## src/rtl/can_tstamp_timer.sv

```systemverilog
module can_tstamp_timer #(
  parameter int DW = 16,
  parameter int AW = 3
) (
  input  logic          clk,
  input  logic          rst_n,
  input  logic          reg_wr,
  input  logic [AW-1:0] reg_addr,
  input  logic [DW-1:0] reg_wdata,
  output logic [DW-1:0] reg_rdata,
  input  logic          tick_en,
  input  logic          sof_pulse,
  input  logic          rx_id_hit,
  output logic          cmp_strobe,
  output logic          ovf_strobe
);
  localparam logic [AW-1:0] A_CNT = AW'(0);
  localparam logic [AW-1:0] A_CTL = AW'(1);
  localparam logic [AW-1:0] A_CMP = AW'(2);
  localparam logic [AW-1:0] A_OFF = AW'(3);
  localparam logic [AW-1:0] A_CAP = AW'(4);
  localparam int B_EN  = 15;
  localparam int B_CAP = 14;
  localparam int B_RLD = 11;
  localparam int B_ARM = 9;
  localparam logic [DW-1:0] CTL_MASK = ~(DW'(1) << 8 | DW'(1) << 6);

  logic [DW-1:0] cnt_q, cnt_d, cmp_q, off_q, ctl_q, cap_q;
  logic          run_q;

  wire wr_cnt  = reg_wr && reg_addr == A_CNT;
  wire wr_ctl  = reg_wr && reg_addr == A_CTL;
  wire go      = ctl_q[B_EN] | run_q;
  wire step    = go & tick_en;
  wire hit_cmp = step && cnt_q == cmp_q;
  wire hit_top = step && cnt_q == {DW{1'b1}};
  wire cyc_end = hit_cmp | hit_top;

  always_comb begin
    if (wr_cnt)                         cnt_d = reg_wdata;
    else if (cyc_end && !ctl_q[B_EN])   cnt_d = '0;
    else if (hit_cmp && ctl_q[B_RLD])   cnt_d = off_q;
    else if (step)                      cnt_d = cnt_q + DW'(1);
    else                                cnt_d = cnt_q;
  end

  always_ff @(posedge clk or negedge rst_n) begin
    if (!rst_n) begin
      cnt_q      <= '0;
      cmp_q      <= '0;
      off_q      <= '0;
      ctl_q      <= '0;
      cap_q      <= '0;
      run_q      <= 1'b0;
      cmp_strobe <= 1'b0;
      ovf_strobe <= 1'b0;
    end else begin
      cnt_q      <= cnt_d;
      run_q      <= ctl_q[B_EN] | (run_q & ~cyc_end);
      cmp_strobe <= hit_cmp;
      ovf_strobe <= hit_top;
      if (reg_wr && reg_addr == A_CMP) cmp_q <= reg_wdata;
      if (reg_wr && reg_addr == A_OFF) off_q <= reg_wdata;
      if (wr_ctl)                              ctl_q <= reg_wdata & CTL_MASK;
      else if (ctl_q[B_ARM] && rx_id_hit)      ctl_q[B_CAP] <= 1'b0;
      if (ctl_q[B_CAP] && sof_pulse) cap_q <= cnt_q;
    end
  end

  always_comb begin
    case (reg_addr)
      A_CNT:   reg_rdata = cnt_q;
      A_CTL:   reg_rdata = ctl_q;
      A_CMP:   reg_rdata = cmp_q;
      A_OFF:   reg_rdata = off_q;
      A_CAP:   reg_rdata = cap_q;
      default: reg_rdata = '0;
    endcase
  end
endmodule

```

## config.mk

```make
export PLATFORM = sky130hd
export DESIGN_NAME = can_tstamp_timer
export DESIGN_NICKNAME = d
export VERILOG_FILES = /design/src/rtl/can_tstamp_timer.sv
export SDC_FILE = /design/constraint.sdc
export NUM_CORES = 1
export LEC_CHECK = 0
export BUFFER_PORTS_ARGS = -buffer_cell sky130_fd_sc_hd__clkbuf_2
export CAP_MARGIN = 25
export CORE_AREA = 2 2 92 94
export CTS_CLUSTER_DIAMETER = 50
export DETAILED_ROUTE_END_ITERATION = 8
export DIE_AREA = 0 0 94 96
export GPL_ROUTABILITY_DRIVEN = 0
export GPL_TIMING_DRIVEN = 0
export PLACE_DENSITY = 0.78
export SYNTH_ARGS = -nofsm -noshare
export SYNTH_HDL_FRONTEND = slang
export SYNTH_SLANG_ARGS = --single-unit
export TNS_END_PERCENT = 10
```

## constraint.sdc

```tcl
create_clock -name clk -period 5.6 [get_ports clk]
set_clock_uncertainty 0.05 [all_clocks]
set_input_delay 1.68 -clock clk [delete_from_list [all_inputs] [get_ports clk]]
set_output_delay 1.68 -clock clk [all_outputs]
set_load 0.01 [all_outputs]
```

==> flow_metrics.tcl <==
set metrics [dict create \
    drive_gt1_share_pct 34.50 \
    rows 33 \
    die_height_um 96 \
    r2r_cells 8 \
    core-area_um2 8051 \
    min_path_type "flop to flop" \
    netlist_area_um2 4667 \
    syn-num-nets 450 \
    crit_fanout 10 \
    slew_headroom_pct 47.36 \
    r2r_setup_slack_ps 2960 \
    holdPathStages 1 \
    ios 43 \
    period_needed_ps 5341 \
    worst_setup_path_end_kind "output pin" \
    start_util_pct 57.96 \
    cp_data_arrival_time_ps 3610 \
    slew_viol_final 0 \
    cts.clk_slew.worst_paths_ps 70 \
    cts_tree "built" \
    critical_path_class "input pin to output pin" \
    post-route-drc-count 0 \
    status "complete, no violations" \
    critical_path.top_delay_family "buffers and inverters" \
    path_cells "clkbuf_2 -> buf_2 -> clkbuf_1 -> clkbuf_1 -> a22oi_1 -> o22ai_1 -> clkbuf_2" \
    grt_pass1_wl_mm 18.82 \
    wire_per_inst_um 19.96 \
    vias_per_cell 6.115 \
    cts_buffer_depth 2 \
    path_buf_inv 5 \
    hpwl_mm 8.383 \
    clkPwrFrac_pct 23.2 \
    p_sw_share_pct 32.61 \
    cts_buffers 9 \
    vias 3602 \
    switching_power_w 0.0006762 \
    rsz0062_at_grt "false" \
    p_leak_nw 2.295 \
    async_flop_share_pct 100.0 \
    hold_end "cap_q[9]$_DFFE_PN0P_" \
    synthToLayoutAreaGrowth_pct 12.90 \
    ant_nets 0 \
    firstDrtPassIters 5 \
    vdd_drop_max_mv 0.2149 \
    synth_enable_flop_cells 0 \
    syn_inst 424 \
    dieArea_um2 9024 \
    worst_path_max_delay_cell "clkbuf_1" \
    power.density_nw_per_um2 393.5 \
    fin_setup_tns_ps 0 \
    synth_area_per_cell_um2 11.01 \
    final_core_util_pct 65.44 \
    clkLatencyLatePin_ps 350 \
    track_usage_pct 27.93 \
    antenna_cells 0 \
    critPathRequiredTime_ps 3870 \
    fmax_ghz 0.1872 \
    grt_start_max_net_pins 49 \
    layout.nets 505 \
    grt_antenna_before_repair 0 \
    intPower_w 0.001397 \
    fin_crit_sh_pct 95.38 \
    place_ws_ps -12.29 \
    yosysUniqueCellTypes 44 \
    drt_first_iter_violations 283 \
    synth_ff_type "dfrtp_1" \
    cap_violations 0 \
    placedInstanceArea_um2 5044 \
    synth-seq-cells 81 \
    worst_pin_slew_ps 789.6 \
    r2r-end "cnt_q[8]$_DFFE_PN0P_" \
    wirelength_mm 11.76 \
    r2r_start "cnt_q[1]$_DFFE_PN0P_" \
    synth_warnings 0 \
    finalSetupViolCount 0 \
    finalInstanceArea_um2 5269 \
    fin_ws_ps 258.6 \
    slowest_delay_ps 580 \
    p_comb_share_pct 34.9 \
    synth-seq-area-share_pct 43.43 \
    power.total_w 0.002073 \
    grt-ovfl-total 0 \
    dieWidth_um 94 \
    h-tree-depth 3 \
    clock-sinks 81 \
    hold_viol_final 0 \
    grt_pass1_vias 3623 \
    portBuffers 41 \
    seqPwrFrac_pct 42.0 \
    root_buffer "clkbuf_8" \
    setup.worst_path.start_class "input pin" \
    ctsHoldBuffers 0 \
    min-delay-start "cap_q[9]$_DFFE_PN0P_" \
]
==> cell type report <==
| cell class | instances | area, um2 |
|---|---|---|
| Buffer | 40 | 206.4 |
| Clock buffer | 14 | 162.7 |
| Clock inverter | 2 | 60.06 |
| Fill cell | 652 | 2783 |
| Inverter | 2 | 7.507 |
| Multi-Input combinational cell | 301 | 2429 |
| Sequential cell | 81 | 2027 |
| Tap cell | 105 | 131.4 |
| Timing Repair Buffer | 44 | 245.2 |
==> sequential cells by signal (all words and copies together) (netlist names) <==
signal,flops
ctl_q,14
ovf_strobe,1
off_q,16
cap_q,16
run_q,1
cmp_strobe,1
cnt_q,16
cmp_q,16
==> metal layers <==
metal / global-route usage, % / vias up / routed length [um]
li1: - / 1644 / -
met1: 37.65 / 1800 / 5132
met2: 44.52 / 137 / 5544
met3: 4.777 / 21 / 763
met4: 12.56 / 0 / 315
met5: 0 / - / 0
==> cell usage in the layout, fill, tap and decap left out, types with 3 or more instances in the layout <==
master / count
a21oi_1: 3
a22oi_1: 26
a31oi_1: 15
and3_1: 5
buf_2: 10
buf_4: 3
clkbuf_1: 25
clkbuf_2: 43
clkbuf_8: 11
dfrtp_1: 81
mux2_2: 81
mux2_4: 7
mux2i_1: 18
nand2_1: 30
nand3_1: 6
nand4_1: 6
nor2_1: 24
nor2b_1: 4
nor3_1: 6
o21ai_0: 3
o22ai_1: 14
xnor2_1: 16
xor2_1: 14
==> worst register-to-register path: cells and delay by family (launching register included) <==
kind | cells | cell delay (ps)
AO/OA/AOI/OAI | 1 | 110
flip-flops | 1 | 390
multiplexers | 1 | 210
AND/OR/NAND/NOR | 3 | 980
XOR/XNOR | 1 | 180
buffers and inverters | 2 | 560
==> timing repair <==
action,in CTS,in global routing
gates resized for setup,1,2
endpoints found under the setup margin,2,3
pin swaps,0,0
cloned,0,0
setup buffers,0,0
==> metrics by stage <==
| stage | std cells | hold WS [ps] |
|---|---|---|
| finish | 589 | 461.2 |
| global route | 589 | 479.4 |
| CTS | 589 | 463.4 |
| detailed placement | 573 | 445.2 |
| global placement | 570 | 416.2 |
| floorplan | 424 | 401.3 |
==> synthesized netlist by cell type (2+ instances only) <==
| cell type | n | share of area, % |
|---|---|---|
| dfrtp_1 | 81 | 43 |
| mux2_2 | 81 | 20 |
| nand2_1 | 30 | 2.4 |
| a22oi_1 | 26 | 4.2 |
| clkbuf_1 | 24 | 1.9 |
| nor2_1 | 24 | 1.9 |
| mux2i_1 | 18 | 3.9 |
| xnor2_1 | 16 | 3.0 |
| a31oi_1 | 15 | 2.0 |
| o22ai_1 | 14 | 1.9 |
| xor2_1 | 14 | 2.6 |
| buf_2 | 8 | 0.86 |
| mux2_4 | 7 | 2.3 |
| nand3_1 | 6 | 0.64 |
| nand4_1 | 6 | 0.80 |
| nor3_1 | 6 | 0.64 |
| and3_1 | 5 | 0.67 |
| nor2b_1 | 4 | 0.54 |
| a21oi_1 | 3 | 0.32 |
| buf_4 | 3 | 0.48 |
| o21ai_0 | 3 | 0.32 |
| a21o_1 | 2 | 0.32 |
| and2_1 | 2 | 0.27 |
| buf_6 | 2 | 0.48 |
| inv_1 | 2 | 0.16 |
| nor3b_1 | 2 | 0.32 |
| nor4_1 | 2 | 0.27 |
| or3_1 | 2 | 0.27 |
==> power groups by stage <==
stage / Combinational [W] / Sequential [W] / Clock [W]
after floorplan: 0.000559 / 0.000841 / 0
after global placement: 0.000690 / 0.000864 / 0
after detailed placement: 0.000717 / 0.000877 / 0
after CTS: 0.000721 / 0.000866 / 0.000485
after global routing: 0.000791 / 0.000890 / 0.000512
final: 0.000723 / 0.000871 / 0.000480
==> logic make-up after synthesis <==
family | share of synthesized area [%]
muxes | 25.66
and+or+nand+nor | 10.08
DFF | 43.43
AOI/OAI and AO/OA | 10.40
buffers and inverters | 4.531
xor gates and xnor gates | 5.630
adders and majority gates | 0.2681
==> worst max-delay path by stage <==
| stage | start | end | cells past startpoint |
|---|---|---|---|
| 6_report | reg_addr[1] | reg_rdata[11] | 7 |
| 4_1_cts | reg_addr[0] | reg_rdata[11] | 7 |
| 3_5_place_dp | reg_addr[0] | reg_rdata[11] | 7 |
| 3_3_place_gp | reg_addr[0] | reg_rdata[11] | 7 |
| 2_1_floorplan | reg_addr[0] | reg_rdata[0] | 6 |
| 5_1_grt | reg_addr[1] | reg_rdata[4] | 7 |
No activity file was read; power rests on OpenSTA's default activity.
